--- config.mk ---
export PLATFORM = sky130hd
export DESIGN_NAME = sflash_phase_seq
export DESIGN_NICKNAME = d
export VERILOG_FILES = /design/src/rtl/sfq_pkg.sv /design/src/rtl/sfq_phase_pick.sv /design/src/rtl/sflash_phase_seq.sv
export SDC_FILE = /design/constraint.sdc
export NUM_CORES = 1
export LEC_CHECK = 0
export BUFFER_PORTS_ARGS = -buffer_cell sky130_fd_sc_hd__clkbuf_2
export CAP_MARGIN = 20
export CORE_ASPECT_RATIO = 1.25
export CORE_UTILIZATION = 36
export DETAILED_ROUTE_END_ITERATION = 8
export GPL_ROUTABILITY_DRIVEN = 1
export HOLD_SLACK_MARGIN = 0.05
export PLACE_DENSITY = 0.52
export SLEW_MARGIN = 15
export SYNTH_ARGS = -nofsm -noshare
export SYNTH_HDL_FRONTEND = slang
export SYNTH_SLANG_ARGS = --single-unit
export TNS_END_PERCENT = 50
--- constraint.sdc ---
create_clock -name clk -period 3.9 [get_ports clk]
set_clock_uncertainty 0.15 [all_clocks]
set_input_delay 0.195 -clock clk [delete_from_list [all_inputs] [get_ports clk]]
set_output_delay 0.195 -clock clk [all_outputs]
set_load 0.005 [all_outputs]
--- src/rtl/sfq_pkg.sv ---
package sfq_pkg;
    typedef enum logic [2:0] {
        PH_CMD   = 3'd0,
        PH_CMD2  = 3'd1,
        PH_ADDR  = 3'd2,
        PH_OPT   = 3'd3,
        PH_DUMMY = 3'd4,
        PH_DATA  = 3'd5
    } phase_t;

    typedef enum logic [1:0] {
        ST_IDLE,
        ST_LEAD,
        ST_SHIFT,
        ST_TRAIL
    } state_t;

    localparam int NPH = 6;

    // bytes picked by mask bit i come from src[8i+:8], highest index first, left-aligned
    function automatic logic [31:0] pack_bytes(input logic [31:0] src, input logic [3:0] mask);
        logic [31:0] w;
        int n;
        w = '0;
        n = 0;
        for (int i = 3; i >= 0; i--) begin
            if (mask[i]) begin
                w[31 - 8*n -: 8] = src[8*i +: 8];
                n++;
            end
        end
        return w;
    endfunction

    function automatic logic [2:0] lines_of(input logic [1:0] code);
        return (code == 2'd0) ? 3'd1 : (code == 2'd1) ? 3'd2 : 3'd4;
    endfunction

    function automatic logic [1:0] lsh_of(input logic [1:0] code);
        return (code == 2'd0) ? 2'd0 : (code == 2'd1) ? 2'd1 : 2'd2;
    endfunction
endpackage

--- src/rtl/sfq_phase_pick.sv ---
module sfq_phase_pick
    import sfq_pkg::*;
(
    input  logic [NPH-1:0]       phase_on,
    input  logic [3:0]           base,
    input  logic [NPH-1:0][1:0]  w_code,
    input  logic [NPH-1:0][31:0] ph_word,
    input  logic [NPH-1:0][2:0]  ph_bytes,
    input  logic [4:0]           dummy_cyc,
    output logic                 found,
    output phase_t               pick,
    output logic [31:0]          word,
    output logic [5:0]           slots,
    output logic [1:0]           code
);
    // lowest enabled phase at or above base wins
    always_comb begin
        found = 1'b0;
        pick  = PH_DATA;
        for (int i = NPH - 1; i >= 0; i--) begin
            if (4'(i) >= base && phase_on[i]) begin
                found = 1'b1;
                pick  = phase_t'(3'(i));
            end
        end
        code = w_code[pick];
        word = ph_word[pick];
        if (pick == PH_DUMMY)
            slots = {1'b0, dummy_cyc};
        else
            slots = (6'({ph_bytes[pick], 3'b000}) >> lsh_of(code)) - 6'd1;
    end
endmodule

--- src/rtl/sflash_phase_seq.sv ---
module sflash_phase_seq
    import sfq_pkg::*;
#(
    parameter int DW = 32
) (
    input  logic          clk,
    input  logic          rst_n,
    input  logic          start,
    input  logic          rd_en,
    input  logic          wr_en,
    input  logic          keep_cs,
    input  logic [2:0]    lead_dly,
    input  logic [2:0]    trail_dly,
    input  logic          cmd_en,
    input  logic          cmd2_en,
    input  logic [1:0]    cmd_w,
    input  logic [1:0]    cmd2_w,
    input  logic [1:0]    addr_w,
    input  logic [1:0]    opt_w,
    input  logic [1:0]    data_w,
    input  logic [3:0]    addr_mask,
    input  logic [3:0]    opt_mask,
    input  logic [3:0]    data_mask,
    input  logic          dummy_en,
    input  logic [4:0]    dummy_cyc,
    input  logic [DW-1:0] cmd_reg,
    input  logic [DW-1:0] addr_reg,
    input  logic [DW-1:0] opt_reg,
    input  logic [DW-1:0] wdata,
    input  logic [3:0]    io_in,
    output logic          sck,
    output logic          cs_n,
    output logic [3:0]    io_out,
    output logic [3:0]    io_oe,
    output logic [DW-1:0] rdata,
    output logic          xfer_end,
    output logic          cs_active
);
    localparam int SW = $clog2(DW) + 1;

    state_t      state;
    phase_t      phase;
    logic        half;
    logic [5:0]  slots_left;
    logic [31:0] sh;
    logic [31:0] rd_sh;
    logic [1:0]  cur_code;
    logic [2:0]  cnt;
    logic        cs_on;

    logic [NPH-1:0]       phase_on;
    logic [NPH-1:0][1:0]  w_code;
    logic [NPH-1:0][31:0] ph_word;
    logic [NPH-1:0][2:0]  ph_bytes;
    logic                 found;
    phase_t               pick;
    logic [31:0]          ld_word;
    logic [5:0]           ld_slots;
    logic [1:0]           ld_code;
    logic [3:0]           base;
    logic                 go_next;
    logic [2:0]           cur_lines;
    logic [3:0]           lmask;
    logic                 drive;
    logic [2:0]           dbytes;
    logic [SW-1:0]        dbits;

    assign dbytes = 3'($countones(data_mask));
    assign dbits  = SW'({dbytes, 3'b000});

    assign phase_on[PH_CMD]   = cmd_en;
    assign phase_on[PH_CMD2]  = cmd2_en;
    assign phase_on[PH_ADDR]  = |addr_mask;
    assign phase_on[PH_OPT]   = |opt_mask;
    assign phase_on[PH_DUMMY] = dummy_en;
    assign phase_on[PH_DATA]  = (|data_mask) && (rd_en || wr_en);

    assign w_code[PH_CMD]   = cmd_w;
    assign w_code[PH_CMD2]  = cmd2_w;
    assign w_code[PH_ADDR]  = addr_w;
    assign w_code[PH_OPT]   = opt_w;
    assign w_code[PH_DUMMY] = 2'd0;
    assign w_code[PH_DATA]  = data_w;

    assign ph_word[PH_CMD]   = {cmd_reg[23:16], 24'h0};
    assign ph_word[PH_CMD2]  = {cmd_reg[7:0], 24'h0};
    assign ph_word[PH_ADDR]  = pack_bytes(addr_reg, addr_mask);
    assign ph_word[PH_OPT]   = pack_bytes(opt_reg, opt_mask);
    assign ph_word[PH_DUMMY] = '0;
    assign ph_word[PH_DATA]  = rd_en ? '0 : pack_bytes(wdata, data_mask);

    assign ph_bytes[PH_CMD]   = 3'd1;
    assign ph_bytes[PH_CMD2]  = 3'd1;
    assign ph_bytes[PH_ADDR]  = 3'($countones(addr_mask));
    assign ph_bytes[PH_OPT]   = 3'($countones(opt_mask));
    assign ph_bytes[PH_DUMMY] = 3'd0;
    assign ph_bytes[PH_DATA]  = dbytes;

    always_comb begin
        unique case (state)
            ST_SHIFT: base = {1'b0, phase} + 4'd1;
            ST_IDLE:  base = 4'(PH_DATA);
            default:  base = 4'd0;
        endcase
    end

    sfq_phase_pick u_pick (
        .phase_on (phase_on),
        .base     (base),
        .w_code   (w_code),
        .ph_word  (ph_word),
        .ph_bytes (ph_bytes),
        .dummy_cyc(dummy_cyc),
        .found    (found),
        .pick     (pick),
        .word     (ld_word),
        .slots    (ld_slots),
        .code     (ld_code)
    );

    assign cur_lines = lines_of(cur_code);
    assign lmask     = 4'((5'd1 << cur_lines) - 5'd1);
    assign go_next   = (state == ST_IDLE && start && cs_on)
                    || (state == ST_LEAD && cnt == 3'd0)
                    || (state == ST_SHIFT && half && slots_left == 6'd0);

    // state register process
    always_ff @(posedge clk or negedge rst_n) begin
        if (!rst_n) begin
            state      <= ST_IDLE;
            phase      <= PH_CMD;
            half       <= 1'b0;
            slots_left <= '0;
            sh         <= '0;
            rd_sh      <= '0;
            cur_code   <= '0;
            cnt        <= '0;
            cs_on      <= 1'b0;
            xfer_end   <= 1'b0;
            rdata      <= '0;
        end else begin
            unique case (state)
                ST_IDLE: begin
                    if (start) begin
                        xfer_end <= 1'b0;
                        if (!cs_on) begin
                            cs_on <= 1'b1;
                            cnt   <= lead_dly;
                            state <= ST_LEAD;
                        end
                    end
                end
                ST_LEAD: begin
                    if (cnt != 3'd0) cnt <= cnt - 3'd1;
                end
                ST_SHIFT: begin
                    if (!half) begin
                        half <= 1'b1;
                        if (phase == PH_DATA && rd_en)
                            rd_sh <= (rd_sh << cur_lines) | 32'(io_in & lmask);
                    end else begin
                        half <= 1'b0;
                        if (slots_left != 6'd0) begin
                            slots_left <= slots_left - 6'd1;
                            sh         <= sh << cur_lines;
                        end else if (phase == PH_DATA && rd_en) begin
                            rdata <= rd_sh << (SW'(DW) - dbits);
                        end
                    end
                end
                ST_TRAIL: begin
                    if (cnt != 3'd0) begin
                        cnt <= cnt - 3'd1;
                    end else begin
                        cs_on    <= 1'b0;
                        xfer_end <= 1'b1;
                        state    <= ST_IDLE;
                    end
                end
                default: state <= ST_IDLE;
            endcase
            if (go_next) begin
                if (found) begin
                    phase      <= pick;
                    sh         <= ld_word;
                    slots_left <= ld_slots;
                    cur_code   <= ld_code;
                    half       <= 1'b0;
                    rd_sh      <= '0;
                    state      <= ST_SHIFT;
                end else if (keep_cs) begin
                    xfer_end <= 1'b1;
                    state    <= ST_IDLE;
                end else begin
                    cnt   <= trail_dly;
                    state <= ST_TRAIL;
                end
            end
        end
    end

    // output process
    always_comb begin
        drive     = (state == ST_SHIFT) && (phase != PH_DUMMY) && !(phase == PH_DATA && rd_en);
        sck       = (state == ST_SHIFT) && half;
        cs_n      = !cs_on;
        cs_active = cs_on;
        io_oe     = drive ? lmask : 4'h0;
        io_out    = drive ? 4'(sh[31:28] >> (3'd4 - cur_lines)) : 4'h0;
    end


    sck_inside_select_chk: assert property (@(posedge clk) disable iff (!rst_n)
        sck |-> !cs_n);


    slot_shape_chk: assert property (@(posedge clk) disable iff (!rst_n)
        sck |=> !sck);


    lane_set_chk: assert property (@(posedge clk) disable iff (!rst_n)
        (io_oe == 4'h0 || io_oe == 4'h1 || io_oe == 4'h3 || io_oe == 4'hF));


    dummy_undriven_chk: assert property (@(posedge clk) disable iff (!rst_n)
        (sck && phase == PH_DUMMY) |-> io_oe == 4'h0);


    start_clears_end_chk: assert property (@(posedge clk) disable iff (!rst_n)
        (state == ST_IDLE && start && !cs_on) |=> !xfer_end);


    release_flags_end_chk: assert property (@(posedge clk) disable iff (!rst_n)
        $rose(cs_n) |-> xfer_end);
endmodule

==> results of run 1 <==
-- worst paths after layout --
kind                             startpoint         to  slack (ps)
worst max-delay path               state[0]     sh[22]         260
worst min-delay path            lead_dly[1]     cnt[1]          60
worst max register to register     state[0]     sh[22]         260
worst min register to register     rdata[6]   rdata[6]         320
max in group asynchronous             rst_n   rdata[2]        2390
min in group asynchronous             rst_n  rdata[25]         320
-- cells by family (layout without fill, tap and decap cells) --
kind of cell             after synthesis  count (layout)
AND/OR/NAND/NOR                      451             451
multiplexers                          84              84
other                                  1               2
XOR/XNOR                               7               7
buffers and inverters                150             313
adder cells (fa/ha/maj)               37              37
flip-flops                           115             115
AO/OA/AOI/OAI                        533             533
-- tightest hold or removal path: stages --
cell      delay, ps
clkbuf_2         80
a21oi_1          50
o221ai_1        160
o21a_1          120
-- stage by stage --
| stage | util | cell area (um^2) |
|---|---|---|
| 5_1_grt | 0.4361 | 12390 |
| 2_1_floorplan | - | 10400 |
| 4_1_cts | 0.4361 | 12390 |
| 6_report | 0.4361 | 12390 |
| 3_3_place_gp | 0.4104 | 11660 |
| 3_5_place_dp | 0.4104 | 11660 |
-- synthesized netlist by cell type (all sizes together), types with 6 or more instances --
cell / number
nand2: 243
a21oi: 163
dfrtp: 115
nor2: 107
o21ai: 94
mux2i: 81
clkbuf: 80
o211ai: 54
a22oi: 41
a221oi: 39
buf: 37
ha: 34
inv: 33
a211oi: 22
a32oi: 22
nand3: 21
nor3: 18
o32ai: 14
nor2b: 12
o22ai: 12
a311oi: 10
and3: 10
o31ai: 10
a2111oi: 8
a21o: 8
a221o: 8
and2: 8
nand2b: 8
nor3b: 7
o21a: 6
or3: 6
-- layer usage --
metal,GRT usage,vias up
met1,0.3020,5127
li1,-,5424
met4,0.1158,0
met3,0.03745,68
met2,0.4392,396
met5,0,-
-- state kept, by name, indices dropped and copies added, names as in the netlist --
signal      cells
rd_sh          32
rdata          32
sh             32
slots_left      6
cnt             3
phase           3
cur_code        2
state           2
cs_active       1
half            1
xfer_end        1
-- layout make-up --
cell class	count	area [um^2]	share of cell area
repair buffers	249	1444	0.1166
diodes	1	2.502	0.0002020
inverters	33	123.9	0.009999
well taps	355	444.2	0.03586
clock buffers	21	470.5	0.03798
multi-input cells	1113	6913	0.5580
clock inverters	10	107.6	0.008686
flip-flops and latches	115	2883	0.2327
-- power groups by stage --
stage               registers [mW]  clock network (mW)  logic, mW
detailed placement            1.91                   0       4.38
finish                        1.90                1.53       4.44
global placement              1.91                   0       4.35
floorplan                     1.67                   0       3.32
global route                  1.95                1.62       4.90
CTS                           1.90                1.56       4.41
==> summary.txt, run 1 <==
Outcome
  – Outcome: complete, no violations

Clocking
  – Clock Path Buffers: 2
  – CTS tree: done
  – Post-cts resize count: 0
  – Root Buffer: clkbuf_16
  – Clock Sinks: 115
  – Post-CTS Hold Buffers: 15
  – Setup Buffers After CTS: 0
  – Clock latency on the worst-skew pair: 420 ps
  – Clk slew on worst S/H paths: 60 ps
  – Htree depth: 4
  – Total CTS buffers: 17

Critical path
  – Worst EP required: 4020 ps
  – Crit end category: flip-flop
  – WS Path Type: reg -> reg
  – Slowest Stage Delay on Critical Path: 570 ps
  – Crit path DAT: 3760 ps
  – CP cell instances: inv_1 > ha_1 > and3_1 > mux2_1 > o32ai_2 > and2_1 > buf_4 > nor3_2 > a221oi_1 > a21oi_1
  – Startpoint Class: flip-flop
  – Path depth of the worst reg2reg path: 10
  – Slowest CP cell: a221oi_1
  – CP bufs+invs: 2
  – Crit-path max FO: 37
  – Worst path depth: 10
  – Top delay family on crit path: compound AO/OA/AOI/OAI gates

Synth
  – Syn Nets: 1589
  – Post-synthesis register bit count: 115
  – Post-synthesis mux area share: 0.08160
  – Synth top area share: 0.2768
  – Adder-cell area share of the yosys netlist: 0.04670
  – Post-Synthesis Cells: 1378
  – Synth area leaders: dfrtp_1 28%, nand2_1 8.7%, a21oi_1 7.8%, mux2i_1 7.7%, o21ai_0 4.4%
  – Post-synth EDFFs: 0
  – Post-synthesis simple-gate area fraction: 0.1883
  – Syn Std Cell Area: 10400 um^2
  – Synth Area in XOR/XNOR: 0.005897
  – Post-synthesis compound-gate area fraction: 0.3413
  – Area leader, netlist: dfrtp_1
  – Synth Warn #: 0
  – Register area share after synthesis: 0.2768
  – Largest family of logic cells by synthesized area: compound AO/OA/AOI/OAI gates
  – Synth cell types: 67
  – Asr flop ratio synth: 1.000
  – Synth Flop Type: dfrtp_1
  – Average size of a mapped cell: 7.544 um^2

Pwr
  – Gate power share: 0.565
  – Max IR drop VDD: 311.2 uV
  – Pwr dens: 635.1 nW/um^2
  – Total power: 7.868 mW
  – Part of the power in registers: 0.241
  – Clock power frac: 0.194
  – Switching part of the total power: 0.4750
  – Leak: 5.510 nW
  – P_int: 4.131 mW
  – Switch Pwr: 3.737 mW

Global routing
  – Vias in the first global route: 10370
  – First-pass GRT wire length: 57.70 mm
  – Grt ovf: 0
  – GRT Util Overall: 0.2507
  – Initial antenna violation count: 1
  – Pin count of the biggest net entering global routing: 74

Place
  – Dpl ws: 373.4 ps
  – DP Cell Count: 1850
  – Buffers on Ports: 201
  – Dpl hpwl: 28.50 mm
  – Routability cong.: 0.9304

STA
  – RSZ-0062 raised after global routing: no
  – Crit share post-route: 0.9340
  – Setup TNS: 0 ps
  – Minimum clock period: 3643 ps
  – Setup-failing EPs final: 0
  – Least-Margin Pin Slew: 1076 ps
  – Slew Limit Fails: 0
  – Endpoints failing hold: 0
  – Max Clk Rate: 274.5 MHz
  – Final WS setup: 257.4 ps
  – Slew HR: 0.2826
  – Hold_ws: 63.98 ps

Floorplanning
  – Area of the core: 28400 um^2
  – Ports: 218
  – Starting density of the core: 0.3660
  – Row cnt: 69
  – DIE HEIGHT: 192.0 um
  – Die Span X: 154.0 um
  – Total Die Area: 29570 um^2

Drt
  – Drt wl/cell: 19.53 um
  – Met2 Wirelength: 18.35 mm
  – Met3 Wirelength: 1.744 mm
  – DR top layer: met4
  – Vias/cell: 5.807
  – Antenna-violating nets left: 0
  – Initial DRC Count: 729
  – 1st-pass router iterations: 7
  – Wl on met1: 15.47 mm
  – Total number of vias: 11020
  – Post-Route WL: 37.04 mm
  – DR DRC count: 0

Final layout
  – Most common cell after layout, fill and taps aside: nand2_1
  – Area delta synth->final: 19.16%
  – Most frequent cells in the layout: 241 x nand2_1, 200 x clkbuf_2, 163 x a21oi_1, 113 x dfrtp_1, 106 x nor2_1
  – Final Net Count: 1740
  – Share of cells above drive strength 1: 0.1875
  – Non-Filler Instances: 1897
  – Filler cells: 2958

Flow run
  – MaxCap Viol Count: 0

Hold path
  – Worst hold stages: 4
  – HP Class: in -> reg
No activity file was read; power rests on OpenSTA's default activity.
==> run 2: changes to the inputs <==
--- a/config.mk
+++ b/config.mk
@@ -7,12 +7,15 @@
 export LEC_CHECK = 0
 export BUFFER_PORTS_ARGS = -buffer_cell sky130_fd_sc_hd__clkbuf_2
 export CAP_MARGIN = 20
+export CELL_PAD_IN_SITES_DETAIL_PLACEMENT = 1
+export CELL_PAD_IN_SITES_GLOBAL_PLACEMENT = 2
 export CORE_ASPECT_RATIO = 1.25
-export CORE_UTILIZATION = 36
+export CORE_UTILIZATION = 32
+export CTS_BUF_LIST = sky130_fd_sc_hd__clkbuf_8
 export DETAILED_ROUTE_END_ITERATION = 8
 export GPL_ROUTABILITY_DRIVEN = 1
 export HOLD_SLACK_MARGIN = 0.05
-export PLACE_DENSITY = 0.52
+export PLACE_DENSITY = 0.78
 export SLEW_MARGIN = 15
 export SYNTH_ARGS = -nofsm -noshare
 export SYNTH_HDL_FRONTEND = slang
==> run 2 against run 1 <==
Via count grew 2.9%. Largest power group unchanged. Total power is 4.9% lower. Critical path depth stayed put.
==> summary.txt, run 2 (synthesized netlist as in run 1, its figures left out) <==
Clocking
  – Clock latency on the worst-skew pair: 460 ps (+40 ps)
  – Clock Path Buffers: 2 (unchanged)
  – Root Buffer: clkbuf_8
  – Total CTS buffers: 17 (unchanged)
  – CTS tree: done
  – Htree depth: 4 (unchanged)
  – Setup Buffers After CTS: 0 (unchanged)
  – Clk slew on worst S/H paths: 80 ps (+20 ps)
  – Clock Sinks: 115 (unchanged)

STA
  – Crit share post-route: 0.9629 (+0.02888)
  – Final WS setup: 144.7 ps (-112.6 ps)
  – Setup-failing EPs final: 0 (unchanged)
  – RSZ-0062 raised after global routing: no
  – Least-Margin Pin Slew: 1081 ps (+5.257 ps)
  – Max Clk Rate: 266.3 MHz (-3.0%)
  – Slew Limit Fails: 0 (unchanged)
  – Endpoints failing hold: 0 (unchanged)
  – Hold_ws: 96.24 ps (+32.26 ps)
  – Minimum clock period: 3755 ps (+112.6 ps)
  – Slew HR: 0.2791 (-0.003504)
  – Setup TNS: 0 ps (unchanged)

Outcome
  – Outcome: complete, no violations

Place
  – Buffers on Ports: 201 (unchanged)
  – Dpl ws: 292.3 ps (-81.15 ps)
  – Dpl hpwl: 31.41 mm (+10%)
  – Routability cong.: 0.8935 (-4.0%)

Final layout
  – Regs by FF count: rd_sh: 32 flops, rdata: 32 flops, sh: 32 flops
  – Core Util, Final: 0.3864 (-0.04976)
  – Ant. Diodes: 0 (-1)
  – Most common cell after layout, fill and taps aside: nand2_1
  – Share of cells above drive strength 1: 0.1881 (+0.0006038)
  – Final Net Count: 1750 (+0.57%)
  – Most frequent cells in the layout: 241 x nand2_1, 200 x clkbuf_2, 163 x a21oi_1, 113 x dfrtp_1, 105 x nor2_1
  – Area delta synth->final: 18.47%

Critical path
  – Top delay family on crit path: compound AO/OA/AOI/OAI gates
  – Slowest Stage Delay on Critical Path: 640 ps (+70 ps)
  – WS Path Type: reg -> reg
  – Worst r2r src: phase[0]
  – Slowest CP cell: a221oi_1
  – Crit end category: flip-flop
  – Crit. Startpoint: phase[0]
  – CP cell instances: ha_1 > xor2_1 > and3_1 > mux2_1 > o32ai_2 > and2_1 > buf_4 > nor3_2 > a221oi_1 > a21oi_1
  – Worst EP required: 4050 ps (+30 ps)
  – CP bufs+invs: 1 (-1)
  – Startpoint Class: flip-flop
  – Crit-path max FO: 36 (-2.7%)
  – Crit path DAT: 3910 ps (+150 ps)

Drt
  – Post-Route WL: 40.76 mm (+10%)
  – Drt wl/cell: 20.75 um (+6.3%)
  – Antenna-violating nets left: 0 (unchanged)
  – Vias/cell: 5.770 (-0.63%)
  – 1st-pass router iterations: 5 (-2)
  – DR DRC count: 0 (unchanged)
  – Initial DRC Count: 575 (-21%)
  – Total number of vias: 11330 (+2.9%)

Floorplanning
  – Die Span X: 163.2 um (+6.0%)
  – Row cnt: 73 (+5.8%)
  – Area of the core: 31880 um^2 (+12%)
  – Ports: 218 (unchanged)
  – DIE HEIGHT: 203.5 um (+6.0%)
  – Starting density of the core: 0.3261 (-0.03988)
  – Total Die Area: 33220 um^2 (+12%)

Pwr
  – Leak: 5.489 nW (-0.38%)
  – Pwr dens: 607.8 nW/um^2 (-4.3%)
  – Max IR drop VDD: 430.1 uV (+38%)

Global routing
  – GRT Util Overall: 0.2463 (-0.004407)
  – Grt ovf: 0 (unchanged)
  – Initial antenna violation count: 0 (-1)
  – Vias in the first global route: 11350 (+9.5%)
  – First-pass GRT wire length: 63.81 mm (+11%)
  – Pin count of the biggest net entering global routing: 74 (unchanged)

Hold path
  – HP Class: in -> reg
  – Hold Crit Start: wdata[11]

Flow run
  – MaxCap Viol Count: 0 (unchanged)
-- run 2: path summary, 6_finish.rpt --
kind	depth (start not counted)	slack, ps	endpoint
worst max-delay path	10	140	sh[21]
worst min register to register	2	330	rdata[8]
worst min-delay path	5	100	sh[11]
max in group asynchronous	5	1990	sh[18]
min in group asynchronous	3	540	rdata[11]
worst max register to register	10	140	sh[21]
-- run 2: layout make-up --
cell class                 count  area (um^2)
sequential                   115         2883
clock buffer                  21        289.0
timing repair buffer         259         1536
tap                          412        515.5
multi-input combinational   1113         6922
fill                        4055        19560
clock inverter                11        47.55
inverter                      33        123.9
-- run 2: per-layer routing --
metal / vias up / wire (um) / global-route usage
met3: 66 / 1266 / 0.02949
met2: 290 / 20350 / 0.4295
met5: - / 0 / 0
met4: 0 / 1541 / 0.1051
met1: 5530 / 17600 / 0.3024
li1: 5446 / - / -
-- run 2: worst register-to-register path, cell delays in order (launching register included) --
cell	delay, ps
dfrtp_1	470
ha_1	240
xor2_1	200
and3_1	240
mux2_1	360
o32ai_2	400
and2_1	220
buf_4	360
nor3_2	210
a221oi_1	650
a21oi_1	90
-- run 2: what timing repair did --
item,in CTS,in global routing
hold buffers,18,1
endpoints found under the setup margin,0,2
endpoints found under the hold margin,86,16
gates resized for setup,0,2
-- run 2: metrics by stage --
step	area [um^2]	cells	power [mW]
global route	12320	1964	8.081
floorplan	10400	1378	4.997
finish	12320	1964	7.486
detailed placement	11750	1912	6.426
CTS	12270	1962	7.479
global placement	11750	1912	6.317
-- run 2: report_power, final --
part           leakage [nW]  internal [mW]  total, mW  switching [mW]
Sequential             1.53           1.47       1.90           0.438
Clock                 0.202          0.486      0.973           0.486
Combinational          3.76           1.74       4.61            2.87
==> run 3: changes to the inputs <==
--- a/config.mk
+++ b/config.mk
@@ -12,12 +12,13 @@
 export CORE_ASPECT_RATIO = 1.25
 export CORE_UTILIZATION = 32
 export CTS_BUF_LIST = sky130_fd_sc_hd__clkbuf_8
+export CTS_CLUSTER_SIZE = 10
 export DETAILED_ROUTE_END_ITERATION = 8
 export GPL_ROUTABILITY_DRIVEN = 1
 export HOLD_SLACK_MARGIN = 0.05
 export PLACE_DENSITY = 0.78
+export RECOVER_POWER = 25
 export SLEW_MARGIN = 15
 export SYNTH_ARGS = -nofsm -noshare
 export SYNTH_HDL_FRONTEND = slang
 export SYNTH_SLANG_ARGS = --single-unit
-export TNS_END_PERCENT = 50
==> run 3 against run 2 <==
Core utilization fell by 0.067 points. Highest routed layer unchanged. Design area fell by 0.17%. Worst setup slack improved by 3.3 ps. Combinational power barely moved. Flip-flop and latch count did not move. Non-clock buffer count did not move. Sequential power barely moved. Global-route usage did not move. Register-to-register slack barely moved. Wire length barely moved. Count of clock-buffer cells in the layout did not move.
==> summary.txt, run 3 (synthesized netlist as in run 1, its figures left out) <==
Clocking
  – CTS tree: done
  – Clock latency on the worst-skew pair: 460 ps (about the same)
  – Clk slew on worst S/H paths: 80 ps (about the same)
  – Root Buffer: clkbuf_8
  – Total CTS buffers: 17 (unchanged)
  – Clock Path Buffers: 2 (unchanged)
  – Clock Sinks: 115 (unchanged)
  – Htree depth: 4 (unchanged)

STA
  – Slew Limit Fails: 0 (unchanged)
  – Crit share post-route: 0.9620 (about the same)
  – Endpoints failing hold: 0 (unchanged)
  – RSZ-0062 raised after global routing: no
  – Least-Margin Pin Slew: 1078 ps (-3.325 ps)
  – Slew HR: 0.2813 (+0.002216)
  – Minimum clock period: 3752 ps (-3.329 ps)
  – Max Clk Rate: 266.5 MHz (about the same)
  – Setup-failing EPs final: 0 (unchanged)
  – Setup TNS: 0 ps (unchanged)

Outcome
  – Outcome: complete, no violations

Drt
  – 1st-pass router iterations: 5 (unchanged)
  – DR DRC count: 0 (unchanged)
  – Met2 Wirelength: 20.31 mm (-0.20%)
  – Wl on met1: 17.60 mm (about the same)
  – Vias/cell: 5.770 (about the same)
  – Antenna-violating nets left: 0 (unchanged)
  – Post-Route WL: 40.77 mm (about the same)
  – Drt wl/cell: 20.76 um (about the same)
  – Total number of vias: 11330 (+0.0088%)
  – Met3 Wirelength: 1.286 mm (+1.6%)
  – Initial DRC Count: 575 (unchanged)
  – DR top layer: met4

Pwr
  – Switch Pwr: 3.790 mW (about the same)
  – Gate power share: 0.616 (about the same)
  – Part of the power in registers: 0.254 (about the same)
  – Switching part of the total power: 0.5064 (about the same)
  – Clock power frac: 0.130 (about the same)
  – Pwr dens: 608.6 nW/um^2 (+0.13%)
  – P_int: 3.693 mW (about the same)
  – Leak: 5.437 nW (-0.94%)
  – Max IR drop VDD: 429.4 uV (-0.18%)

Global routing
  – Initial antenna violation count: 0 (unchanged)
  – First-pass GRT wire length: 63.81 mm (unchanged)
  – Vias in the first global route: 11350 (unchanged)
  – GRT Util Overall: 0.2463 (unchanged)
  – Grt ovf: 0 (unchanged)
  – Pin count of the biggest net entering global routing: 74 (unchanged)

Final layout
  – Regs by FF count: rd_sh: 32 flops, rdata: 32 flops, sh: 32 flops
  – Share of cells above drive strength 1: 0.1785 (-0.009665)
  – Most frequent cells in the layout: 241 x nand2_1, 186 x clkbuf_2, 163 x a21oi_1, 113 x dfrtp_1, 105 x nor2_1
  – Ant. Diodes: 0 (unchanged)
  – Core Util, Final: 0.3857 (-0.0006680)
  – Final Net Count: 1750 (unchanged)
  – Most common cell after layout, fill and taps aside: nand2_1
  – Area delta synth->final: 18.27%

Hold path
  – HP Class: in -> reg

Flow run
  – MaxCap Viol Count: 0 (unchanged)

Place
  – Routability cong.: 0.8935 (unchanged)
  – Dpl hpwl: 31.41 mm (unchanged)
  – Buffers on Ports: 201 (unchanged)

Floorplanning
  – Row cnt: 73 (unchanged)
  – Area of the core: 31880 um^2 (unchanged)
  – Die Span X: 163.2 um (unchanged)
  – Total Die Area: 33220 um^2 (unchanged)
  – Ports: 218 (unchanged)
  – DIE HEIGHT: 203.5 um (unchanged)
  – Starting density of the core: 0.3261 (unchanged)

Critical path
  – WS Path Type: reg -> reg
  – Startpoint Class: flip-flop
  – Crit path DAT: 3900 ps (about the same)
  – Slowest Stage Delay on Critical Path: 640 ps (about the same)
  – Worst EP required: 4050 ps (about the same)
  – Slowest CP cell: a221oi_1
  – Crit-path max FO: 36 (unchanged)
  – CP cell instances: ha_1 > xor2_1 > and3_1 > mux2_1 > o32ai_2 > and2_1 > buf_4 > nor3_2 > a221oi_1 > a21oi_1
  – Crit end category: flip-flop
run 3: through the flow:
step | instance area (um^2) | setup WS (ps) | hold slack [ps] | power, mW | instances
2_1_floorplan | 10400 | 495.5 | -250.6 | 4.997 | 1378
3_3_place_gp | 11750 | 408.3 | 264.7 | 6.317 | 1912
3_5_place_dp | 11750 | 292.3 | 274.0 | 6.426 | 1912
4_1_cts | 12270 | 198.5 | 75.95 | 7.479 | 1962
5_1_grt | 12300 | 12.55 | 88.38 | 8.080 | 1964
6_report | 12300 | 148.1 | 96.46 | 7.483 | 1964
run 3: metal layers:
| metal | track usage | vias up |
|---|---|---|
| li1 | - | 5444 |
| met1 | 0.3024 | 5522 |
| met2 | 0.4295 | 297 |
| met3 | 0.02949 | 70 |
| met4 | 0.1051 | 0 |
| met5 | 0 | - |
run 3: power by group through the flow:
stage          registers [mW]  clock network (mW)  logic (mW)
2_1_floorplan            1.67                   0        3.32
3_3_place_gp             1.91                   0        4.41
3_5_place_dp             1.92                   0        4.51
4_1_cts                  1.90                1.00        4.58
5_1_grt                  1.95                1.05        5.08
6_report                 1.90               0.973        4.61
run 3: final timing paths:
path | end | slack [ps] | startpoint | cells past startpoint
max | sh[21] | 150 | phase[0] | 10
min | sh[11] | 100 | wdata[11] | 5
max reg2reg | sh[21] | 150 | phase[0] | 10
min reg2reg | rdata[8] | 330 | rdata[8] | 2
max in group asynchronous | sh[18] | 1420 | rst_n | 5
min in group asynchronous | rdata[11] | 850 | rst_n | 3
run 3: cell type report:
class                      count  area (um^2)
clock inverter                11        47.55
multi-input combinational   1113         6922
timing repair buffer         259         1515
clock buffer                  21        289.0
sequential                   115         2883
fill                        4056        19580
tap                          412        515.5
inverter                      33        123.9
run 3: timing repair:
action,in CTS,in global routing
hold endpoints to repair,86,16
setup buffers,0,0
gates resized for setup,0,2
hold buffers,18,1
setup endpoints to repair,0,2
run 3: critical path: cells and delay by family, from the launching register on:
family	cells	cell delay, ps
DFF	1	470
muxes	1	360
xor gates and xnor gates	1	200
and+or+nand+nor	3	650
adders and majority gates	1	240
buffers and inverters	1	360
AOI/OAI and AO/OA	3	1130
